--- src/rtl/xfer_seq_pkg.sv ---
package xfer_seq_pkg;

    typedef enum logic [1:0] {
        ENG_WR   = 2'd0,
        ENG_RD   = 2'd1,
        ENG_STOP = 2'd2
    } eng_op_e;

    typedef enum logic [2:0] {
        ST_IDLE,
        ST_ISSUE,
        ST_WAIT,
        ST_GAP,
        ST_FIN
    } seq_st_e;

    typedef enum logic [3:0] {
        PH_LEG,
        PH_DEVW,
        PH_OFFS,
        PH_DEVR,
        PH_RDAT,
        PH_WDAT,
        PH_POLL,
        PH_DUMMY,
        PH_ABORT
    } seq_ph_e;

    typedef struct packed {
        eng_op_e    op;
        logic       start;
        logic       stop;
        logic       nack;
        logic [7:0] data;
    } eng_cmd_t;

endpackage

--- src/rtl/xfer_downcnt.sv ---
module xfer_downcnt #(
    parameter int W = 8
) (
    input  logic         clk,
    input  logic         rst_n,
    input  logic         load_i,
    input  logic [W-1:0] load_val_i,
    input  logic         dec_i,
    output logic [W-1:0] cnt_o
);

    logic [W-1:0] cnt_d, cnt_q;

    always_comb begin
        cnt_d = cnt_q;
        if (load_i)
            cnt_d = load_val_i;
        else if (dec_i)
            cnt_d = cnt_q - W'(1);
    end

    always_ff @(posedge clk or negedge rst_n) begin
        if (!rst_n)
            cnt_q <= '0;
        else
            cnt_q <= cnt_d;
    end

    assign cnt_o = cnt_q;


    no_underflow_chk: assert property (@(posedge clk) disable iff (!rst_n)
        (dec_i && !load_i) |-> (cnt_q != '0));

endmodule

--- src/rtl/xfer_chunk_sel.sv ---
module xfer_chunk_sel #(
    parameter int LEN_W     = 8,
    parameter int CHUNK_MAX = 4,
    parameter int CK_W      = 3
) (
    input  logic [LEN_W-1:0] left_i,
    output logic [CK_W-1:0]  chunk_o
);

    always_comb begin
        if (left_i >= LEN_W'(CHUNK_MAX))
            chunk_o = CK_W'(CHUNK_MAX);
        else
            chunk_o = CK_W'(left_i);
    end

endmodule

--- src/rtl/eeprom_xfer_seq.sv ---
module eeprom_xfer_seq
    import xfer_seq_pkg::*;
#(
    parameter int LEN_W     = 8,
    parameter int CHUNK_MAX = 4,
    parameter int BUF_WAIT  = 7500,
    parameter int POLL_MAX  = 50
) (
    input  logic             clk,
    input  logic             rst_n,
    input  logic             req_valid_i,
    input  logic             req_write_i,
    input  logic             req_legacy_i,
    input  logic [6:0]       req_dev_i,
    input  logic [7:0]       req_offset_i,
    input  logic [LEN_W-1:0] req_len_i,
    output logic             busy_o,
    input  logic [7:0]       wd_data_i,
    input  logic             wd_valid_i,
    output logic             wd_ready_o,
    output logic [7:0]       rd_data_o,
    output logic             rd_valid_o,
    output logic             done_o,
    output logic             error_o,
    output logic             eng_go,
    output logic [1:0]       eng_op,
    output logic             eng_start,
    output logic             eng_stop,
    output logic             eng_nack,
    output logic [7:0]       eng_byte,
    input  logic             eng_done,
    input  logic             eng_ack,
    input  logic [7:0]       eng_rxbyte
);

    localparam int CK_W = $clog2(CHUNK_MAX + 1);
    localparam int BW_W = $clog2(BUF_WAIT + 1);
    localparam int PW_W = $clog2(POLL_MAX + 1);

    typedef struct packed {
        seq_st_e          st;
        seq_ph_e          ph;
        logic             write;
        logic             legacy;
        logic [6:0]       dev;
        logic [7:0]       off;
        logic [LEN_W-1:0] left;
        logic [CK_W-1:0]  chunk_left;
        logic             err;
        eng_cmd_t         cmd;
        logic             go;
        logic [7:0]       rdat;
        logic             rvld;
        logic             done;
        logic             error;
    } seq_regs_t;

    seq_regs_t q, d;
    eng_cmd_t  cmd_c;

    logic [LEN_W-1:0] sel_left;
    logic [CK_W-1:0]  sel_chunk;
    logic             t_load, t_dec, p_load, p_dec;
    logic [BW_W-1:0]  t_cnt;
    logic [PW_W-1:0]  p_cnt;

    assign sel_left = (q.st == ST_IDLE) ? req_len_i : q.left;

    xfer_chunk_sel #(
        .LEN_W     (LEN_W),
        .CHUNK_MAX (CHUNK_MAX),
        .CK_W      (CK_W)
    ) u_chunk (
        .left_i  (sel_left),
        .chunk_o (sel_chunk)
    );

    xfer_downcnt #(.W(BW_W)) u_gap_timer (
        .clk        (clk),
        .rst_n      (rst_n),
        .load_i     (t_load),
        .load_val_i (BW_W'(BUF_WAIT)),
        .dec_i      (t_dec),
        .cnt_o      (t_cnt)
    );

    xfer_downcnt #(.W(PW_W)) u_poll_budget (
        .clk        (clk),
        .rst_n      (rst_n),
        .load_i     (p_load),
        .load_val_i (PW_W'(POLL_MAX)),
        .dec_i      (p_dec),
        .cnt_o      (p_cnt)
    );

    // command fields for the current phase
    always_comb begin
        cmd_c    = '0;
        cmd_c.op = ENG_WR;
        case (q.ph)
            PH_LEG: begin
                cmd_c.start = 1'b1;
                cmd_c.data  = {q.off[6:0], ~q.write};
            end
            PH_DEVW: begin
                cmd_c.start = 1'b1;
                cmd_c.data  = {q.dev, 1'b0};
            end
            PH_OFFS: cmd_c.data = q.off;
            PH_DEVR, PH_POLL: begin
                cmd_c.start = 1'b1;
                cmd_c.data  = {q.dev, 1'b1};
            end
            PH_RDAT: begin
                cmd_c.op   = ENG_RD;
                cmd_c.nack = (q.left == LEN_W'(1));
                cmd_c.stop = (q.left == LEN_W'(1));
            end
            PH_WDAT: begin
                cmd_c.data = wd_data_i;
                cmd_c.stop = (q.chunk_left == CK_W'(1));
            end
            PH_DUMMY: begin
                cmd_c.op   = ENG_RD;
                cmd_c.nack = 1'b1;
                cmd_c.stop = 1'b1;
            end
            PH_ABORT: cmd_c.op = ENG_STOP;
            default: ;
        endcase
    end

    always_comb begin
        d       = q;
        d.go    = 1'b0;
        d.rvld  = 1'b0;
        d.done  = 1'b0;
        d.error = 1'b0;
        t_load  = 1'b0;
        t_dec   = 1'b0;
        p_load  = 1'b0;
        p_dec   = 1'b0;
        case (q.st)
            ST_IDLE: begin
                if (req_valid_i) begin
                    d.write      = req_write_i;
                    d.legacy     = req_legacy_i;
                    d.dev        = req_dev_i;
                    d.off        = req_offset_i;
                    d.left       = req_len_i;
                    d.chunk_left = sel_chunk;
                    d.err        = 1'b0;
                    d.ph         = req_legacy_i ? PH_LEG : PH_DEVW;
                    d.st         = (req_len_i == '0) ? ST_FIN : ST_ISSUE;
                end
            end
            ST_ISSUE: begin
                if (q.ph != PH_WDAT || wd_valid_i) begin
                    d.cmd = cmd_c;
                    d.go  = 1'b1;
                    d.st  = ST_WAIT;
                end
            end
            ST_GAP: begin
                if (t_cnt == '0) begin
                    d.st = ST_ISSUE;
                    d.ph = PH_DEVR;
                end else begin
                    t_dec = 1'b1;
                end
            end
            ST_FIN: begin
                d.done  = 1'b1;
                d.error = q.err;
                d.st    = ST_IDLE;
            end
            ST_WAIT: begin
                if (eng_done) begin
                    d.st = ST_ISSUE;
                    case (q.ph)
                        PH_LEG: begin
                            if (!eng_ack) begin
                                d.ph  = PH_ABORT;
                                d.err = 1'b1;
                            end else begin
                                d.ph = q.write ? PH_WDAT : PH_RDAT;
                            end
                        end
                        PH_DEVW: begin
                            if (!eng_ack) begin
                                d.ph  = PH_ABORT;
                                d.err = 1'b1;
                            end else begin
                                d.ph = PH_OFFS;
                            end
                        end
                        PH_OFFS: begin
                            if (!eng_ack) begin
                                d.ph  = PH_ABORT;
                                d.err = 1'b1;
                            end else if (q.write) begin
                                d.ph = PH_WDAT;
                            end else begin
                                d.st   = ST_GAP;
                                t_load = 1'b1;
                            end
                        end
                        PH_DEVR: begin
                            if (!eng_ack) begin
                                d.ph  = PH_ABORT;
                                d.err = 1'b1;
                            end else begin
                                d.ph = PH_RDAT;
                            end
                        end
                        PH_RDAT: begin
                            d.rvld = 1'b1;
                            d.rdat = eng_rxbyte;
                            d.left = q.left - LEN_W'(1);
                            if (q.left == LEN_W'(1))
                                d.st = ST_FIN;
                        end
                        PH_WDAT: begin
                            if (!eng_ack) begin
                                d.ph  = PH_ABORT;
                                d.err = 1'b1;
                            end else begin
                                d.left       = q.left - LEN_W'(1);
                                d.chunk_left = q.chunk_left - CK_W'(1);
                                d.off        = q.off + 8'd1;
                                if (q.chunk_left == CK_W'(1)) begin
                                    d.ph   = PH_POLL;
                                    p_load = 1'b1;
                                end
                            end
                        end
                        PH_POLL: begin
                            if (eng_ack) begin
                                d.ph = PH_DUMMY;
                            end else begin
                                p_dec = 1'b1;
                                if (p_cnt == PW_W'(1)) begin
                                    d.ph  = PH_ABORT;
                                    d.err = 1'b1;
                                end
                            end
                        end
                        PH_DUMMY: begin
                            if (q.left == '0) begin
                                d.st = ST_FIN;
                            end else begin
                                d.chunk_left = sel_chunk;
                                d.ph         = q.legacy ? PH_LEG : PH_DEVW;
                            end
                        end
                        PH_ABORT: d.st = ST_FIN;
                        default:  d.st = ST_FIN;
                    endcase
                end
            end
            default: d.st = ST_IDLE;
        endcase
    end

    always_ff @(posedge clk or negedge rst_n) begin
        if (!rst_n)
            q <= '0;
        else
            q <= d;
    end

    assign busy_o     = (q.st != ST_IDLE);
    assign wd_ready_o = (q.st == ST_ISSUE) && (q.ph == PH_WDAT);
    assign rd_data_o  = q.rdat;
    assign rd_valid_o = q.rvld;
    assign done_o     = q.done;
    assign error_o    = q.error;
    assign eng_go     = q.go;
    assign eng_op     = q.cmd.op;
    assign eng_start  = q.cmd.start;
    assign eng_stop   = q.cmd.stop;
    assign eng_nack   = q.cmd.nack;
    assign eng_byte   = q.cmd.data;


    cmd_hold_chk: assert property (@(posedge clk) disable iff (!rst_n)
        (q.st == ST_WAIT && !eng_done) |=> ($stable(eng_byte) && $stable(eng_op) && !eng_go));


    err_needs_done_chk: assert property (@(posedge clk) disable iff (!rst_n)
        error_o |-> done_o);


    abort_stop_chk: assert property (@(posedge clk) disable iff (!rst_n)
        (done_o && error_o) |-> (eng_op == ENG_STOP));


    done_pulse_chk: assert property (@(posedge clk) disable iff (!rst_n)
        done_o |=> !done_o);


    wd_only_write_chk: assert property (@(posedge clk) disable iff (!rst_n)
        wd_ready_o |-> q.write);


    rd_only_read_chk: assert property (@(posedge clk) disable iff (!rst_n)
        rd_valid_o |-> !q.write);

endmodule

--- config.mk ---
export PLATFORM = sky130hd
export DESIGN_NAME = eeprom_xfer_seq
export DESIGN_NICKNAME = d
export VERILOG_FILES = /design/src/rtl/xfer_seq_pkg.sv /design/src/rtl/xfer_downcnt.sv /design/src/rtl/xfer_chunk_sel.sv /design/src/rtl/eeprom_xfer_seq.sv
export SDC_FILE = /design/constraint.sdc
export NUM_CORES = 1
export LEC_CHECK = 0
export ABC_AREA = 1
export BUFFER_PORTS_ARGS = -buffer_cell sky130_fd_sc_hd__buf_2
export CAP_MARGIN = 30
export CORE_ASPECT_RATIO = 0.8
export CORE_MARGIN = 1
export CORE_UTILIZATION = 55
export DETAILED_ROUTE_END_ITERATION = 7
export PLACE_DENSITY_LB_ADDON = 0.05
export SLEW_MARGIN = 40
export SYNTH_ARGS = -nofsm -noshare
export SYNTH_HDL_FRONTEND = slang
export SYNTH_HIERARCHICAL = 1
export SYNTH_SLANG_ARGS = --single-unit
--- constraint.sdc ---
create_clock -name clk -period 2.55 [get_ports clk]
set_input_delay 0.3825 -clock clk [delete_from_list [all_inputs] [get_ports clk]]
set_output_delay 0.3825 -clock clk [all_outputs]
set_load 0.05 [all_outputs]
== Word level (Yosys, flattened, before mapping) ==
Cells that the tools add are included.
W data, S select, Z words.

* Add/sub/neg operators: 5
* $lt $le $gt $ge: 1
* Equal/unequal tests: 34
* Multiplexer cells: 70
* Bitwise logic cells: 1
* Reductions and logical operators: 26

{| class="wikitable"
|+ Operators by type and width
! cell !! number
|-
| $mux W4 || 10
|-
| $pmux W20 S2 || 1
|-
| $pmux W8 S5 || 1
|-
| $mux W36 || 1
|-
| $mux W1 || 28
|-
| $pmux W4 S7 || 1
|-
| $mux W13 || 2
|-
| $pmux W3 S4 || 2
|-
| $mux W20 || 1
|-
| $mux W19 || 1
|-
| $mux W3 || 6
|-
| $eq A4 B3 Y1 const B || 4
|-
| $logic_not A8 Y1 || 2
|-
| $mux W8 || 2
|-
| $pmux W8 S2 || 1
|-
| $ne A3 B3 Y1 const B || 5
|-
| $mux W7 || 2
|-
| $logic_not A13 Y1 || 1
|-
| $sub A13 B1 Y13 const B || 1
|-
| $mux W6 || 2
|-
| $ne A2 B2 Y1 const B || 6
|-
| $ne A4 B4 Y1 const B || 3
|-
| $pmux W4 S3 || 1
|-
| $reduce_and A5 Y1 || 2
|-
| other kinds (37) || 51
|}

* Bits in registers: 80
* Input port bits: 47

== Logic depth before layout (Yosys ltp) ==
* Word-level depth: 8
* Depth in mapped cells: 13

== Cells and area by module ==
The synthesis kept the hierarchy.

{| class="wikitable"
|+ By module, submodules not included
! module !! times used !! cells an instance !! area each (µm²)
|-
| eeprom_xfer_seq || 1 || 539 || 3935.0
|-
| xfer_downcnt at u_gap_timer || 1 || 115 || 835.8
|-
| xfer_downcnt at u_poll_budget || 1 || 46 || 376.6
|-
| xfer_chunk_sel || 1 || 8 || 36.3
|}

== Least setup slack after synthesis ==
OpenSTA, ideal clock, no wires.

* Path kind: flip-flop to flip-flop
* Start point: reg q[57] (netlist name)
* End point: reg u_poll_budget.cnt_q[3], in the netlist u_poll_budget/cnt_o[3]
* Setup time: 0.125 ns
* Arrival: 1.783 ns
* Slack: 0.642 ns
* Cell stages (with the launch flop): 9
* Path through: dfrtp_1 inv_2 nand2_1 nor2_1 inv_1 nor3_1 nor2_4 a22oi_1 o21ai_2

* Longest elaborated chain between the ends: 5
* Elaborated cells on any way between the ends: 10
* Those cells by class: 2 x eq/ne; 7 x mux; 1 x reduce/logical

{| class="wikitable"
|+ RTL lines
! item !! line !! text
|-
| start: declaration || eeprom_xfer_seq.sv:58 || <nowiki>seq_regs_t q, d;</nowiki>
|-
| start signal: assignment || eeprom_xfer_seq.sv:267 || <nowiki>q <= '0;</nowiki>
|-
| start signal: assignment || eeprom_xfer_seq.sv:269 || <nowiki>q <= d;</nowiki>
|-
| $eq A4 B3 Y1 || eeprom_xfer_seq.sv:180 || <nowiki>case (q.ph)</nowiki>
|-
| $mux W1 || eeprom_xfer_seq.sv:180 ||
|-
| $mux W1 || eeprom_xfer_seq.sv:178 || <nowiki>if (eng_done) begin</nowiki>
|-
| $mux W1 || eeprom_xfer_seq.sv:143 || <nowiki>case (q.st)</nowiki>
|-
| via p_dec || eeprom_xfer_seq.sv:63 || <nowiki>logic t_load, t_dec, p_load, p_dec;</nowiki>
|-
| $reduce_bool A2 Y1 (no line) || - ||
|-
| end signal: assignment || xfer_downcnt.sv:26 || <nowiki>cnt_q <= cnt_d;</nowiki>
|-
| end: declaration || xfer_downcnt.sv:12 || <nowiki>logic [W-1:0] cnt_d, cnt_q;</nowiki>
|}

The timed path passes the listed nets, and every way through them passes these cells.
A chain may end at the register's enable or synchronous reset.

== Worst setup path after layout ==
* Start point: reg q[57] (netlist name)
* End point: out wd_ready_o

* Longest elaborated chain between the ends: 2

{| class="wikitable"
|+ RTL lines
! item !! line !! text
|-
| $eq A4 B3 Y1 || eeprom_xfer_seq.sv:273 || <nowiki>assign wd_ready_o = (q.st == ST_ISSUE) && (q.ph == PH_WDAT);</nowiki>
|-
| $logic_and A1 B1 Y1 || eeprom_xfer_seq.sv:273 ||
|-
| end: declaration || eeprom_xfer_seq.sv:20 || <nowiki>output logic wd_ready_o,</nowiki>
|}

Every way passes these cells.

==> summary.md <==
| Metric | Value |
|---|---|
| Synth Cell Area | between 5000 and 6000 um^2 |
| Die Height | 88.84 um |
| Sequential share of power | between 30% and 40% |
| # rows | 31 |
| Iteration-0 DRC Markers | between 200 and 300 |
| GP Congestion | 0.9393 |
| Final Net Count | ~840 |
| Crit-path max FO | 10 |
| Top cells by area, synth | dfrtp_1, nand2_1, nand3_1 |
| Max-cap violations | 0 |
| Total gr overflow | 0 |
| Largest net degree at the start of global routing | slightly above 50 |
| YS warnings | 6 |
| CP bufs+invs | 3 |
| Insertion delay to the later sink of the worst-skew pair | around 0.35 ns |
| CP dominant cell by count | nand2_1 |
| Layout cells sized above 1 | around a fifth |
| Fillers | 828 |
| Post-synthesis sequential area ratio | 38.62% |
| Max Freq | 444.6 MHz |
| Post-synth top flop | dfrtp_1 |
| Post-Layout Cell Count | slightly above 900 |
| Avg WL per Cell | between 10 and 15 um |
| Ys async rst share | 100.0% |
| Final setup viols | 0 |
| Fin crit period | around 2.2 ns |
| Req. time, crit path | between 2 and 2.5 ns |
| Setup tns final | 0 ns |
| Synth cell types | 45 |
| P&R area growth vs syn | 13.98% |
| Hold Fails Final Rpt | 0 |
| Most frequent cell after synthesis | nand2_1 |
| Area of the multi-input gates | between 2000 and 3000 um^2 |
| DR top layer | met4 |
| Slowest cell on the critical path | dfrtp_1 |
| CTS tree | built |
| VDD IR max | between 0.0006 and 0.0007 V |
| Metal2 WL | roughly 5400 um |
| Post-cts sizing count | 0 |
| Avg Inst Size Synth | 7.322 um^2 |
| DRC | 0 |
| M1 WL | roughly 6300 um |
| Dpl hpwl | between 9000 and 10000 um |
| Psw | ~3.5 mW |
| Die Width | roughly 110 um |
| Top Ports | 74 |
| CP arrival | between 1.5 and 2 ns |
| Clk network pwr share | around 18% |
| ANT cells | 0 |
| Root buffer cell | clkbuf_16 |
| Core area | between 9000 and 10000 um^2 |
| Cts bufs inserted | 9 |
| H-tree levels | 3 |
| CP delay by family, top | buffers and inverters |
| Crit start category | register |
| Pint | roughly 3.5 mW |
| Crit-path max cell delay | approximately 0.44 ns |
| Status | finished, final reports clean |
| Crit-path cells | inv_2 > nand2_1 > inv_1 > nand2_1 > nor2_1 > buf_2 |
| Sink Count | 80 |
| Post-synth EDFFs | 0 |
| Worst Setup End Kind | output pin |
| Final max-slew violation count | 0 |
| IO Port Bufs | 73 |
| Yosys reg bits | 80 |
| Setup Skew | ~0.01 ns |
| Yosys top cell by area | dfrtp_1 |
| Vias per inst | between 5 and 6 |
| Number of global-route vias before repair | 4404 |
| Register area | approximately 2000 um^2 |
| Hold Crit Class | in -> reg |
| Met3 wire length | 810 um |
| Max Root-Sink Buffers | 2 |
| Comb power frac | 51.3% |
| Vias post-DR | 4774 |
| Net switching fraction of the power | 49.89% |
| Initial antenna violation count | 0 |
| Critical path class | reg -> out |
| Final antenna-violating net count | 0 |
| Dpl cells | around 890 |
| Total Die Area | just under 10000 um^2 |
| Yosys top cell area share | ~39% |
| Post-Synthesis Cells | just over 700 |
| Fin crit share | between 80 and 90% |
| RSZ-0062 raised after global routing | false |
| DR pass1 iterations | 5 |
| Top cells by count, synth | nand2_1, dfrtp_1, inv_1 |
| Initial cell density of the core | between 50% and 60% |
| Total power divided by cell area | 1197 nW/um^2 |
| GRT Total Usage | between 20 and 30% |
| First-pass GRT wire length | 21310 um |
| Leakage | 3.116 nW |
| Clk pin slew, worst setup/hold paths | roughly 0.06 ns |
| Routed WL | between 10000 and 15000 um |
-- power groups by stage --
stage / Combinational [mW] / Clock (mW) / Sequential [mW]
finish: 3.63 / 1.26 / 2.18
floorplan: 2.98 / 0 / 2.17
CTS: 3.62 / 1.29 / 2.17
detailed placement: 3.60 / 0 / 2.19
global route: 4.05 / 1.33 / 2.25
global placement: 3.51 / 0 / 2.17
-- worst min-delay path, stage by stage --
cell and delay (ns):
buf_2 0.07, nand2_1 0.04, nand2_1 0.05
-- path summary, 6_finish.rpt --
check	startpoint	to	slack, ns	cells after the start
worst max-delay path	q[57]	wd_ready_o	0.30	6
worst min register to register	eng_byte[2]	eng_byte[2]	0.48	2
min in group asynchronous	rst_n	rd_data_o[2]	0.52	2
worst max register to register	q[58]	u_gap_timer/cnt_o[11]	0.32	10
worst min-delay path	req_dev_i[2]	q[47]	0.24	3
max in group asynchronous	rst_n	u_gap_timer/cnt_o[5]	1.41	3
-- logic make-up (layout without fill, tap and decap cells) --
logic type / Yosys count / in the layout / share of synthesized area, %
AO/OA/AOI/OAI: 107 / 107 / 12.26
XOR/XNOR: 6 / 6 / 1.014
adder cells (fa/ha/maj): 8 / 8 / 1.931
buffers and inverters: 110 / 178 / 10.28
flip-flops: 80 / 80 / 38.62
multiplexers: 8 / 8 / 1.738
other: 2 / 19 / 0.1449
AND/OR/NAND/NOR: 387 / 387 / 34.01
-- through the flow --
stage / utilization [%] / hold slack, ns / total power [mW] / area [um^2] / worst slack [ns]
3_3_place_gp: 61.51 / 0.3515 / 5.677 / 5607 / 0.4872
3_5_place_dp: 61.51 / 0.3538 / 5.791 / 5607 / 0.3790
6_report: 64.82 / 0.2382 / 7.072 / 5908 / 0.3007
5_1_grt: 64.82 / 0.2518 / 7.629 / 5908 / 0.1444
4_1_cts: 64.82 / 0.2290 / 7.083 / 5908 / 0.3236
2_1_floorplan: - / 0.08691 / 5.143 / 5248 / 0.6415
-- metal layers --
layer	global-route usage (%)	vias up
li1	-	2417
met1	40.65	2173
met2	41.78	170
met3	4.726	14
met4	8.485	0
met5	0	-
-- cells in the final DEF, fill, tap and decap left out, drive strengths merged, types with 2 or more instances in the layout --
cell	count
a21boi	2
a21oi	19
a22oi	11
a31oi	2
buf	81
clkbuf	10
clkinv	2
clkinvlp	2
conb	19
dfrtp	80
ha	8
inv	82
mux2	8
nand2	226
nand3	60
nand4	12
nor2	80
nor3	5
o211ai	5
o21ai	63
o22ai	2
or2	2
xnor2	3
xor2	3
-- timing repair --
action,4_1_cts,5_1_grt
hold buffers,1,0
setup buffers,0,0
endpoints found under the hold margin,30,0
-- sequential cells by signal, summed over array words and instances (netlist names), 2 cells and up --
register,flops
q,36
u_gap_timer/cnt_o,13
eng_byte,8
eng_op,2
rd_data_o,8
u_poll_budget/cnt_o,6
-- cell type report --
class / instances / share of cell area, %
Sequential cell: 80 / 33.88
Tap cell: 115 / 2.435
Inverter: 80 / 5.210
Clock buffer: 10 / 4.045
Clock inverter: 6 / 0.8895
Timing Repair Buffer: 82 / 7.624
Multi-Input combinational cell: 535 / 45.91
Note: power is estimated with default switching activity, not from simulation.
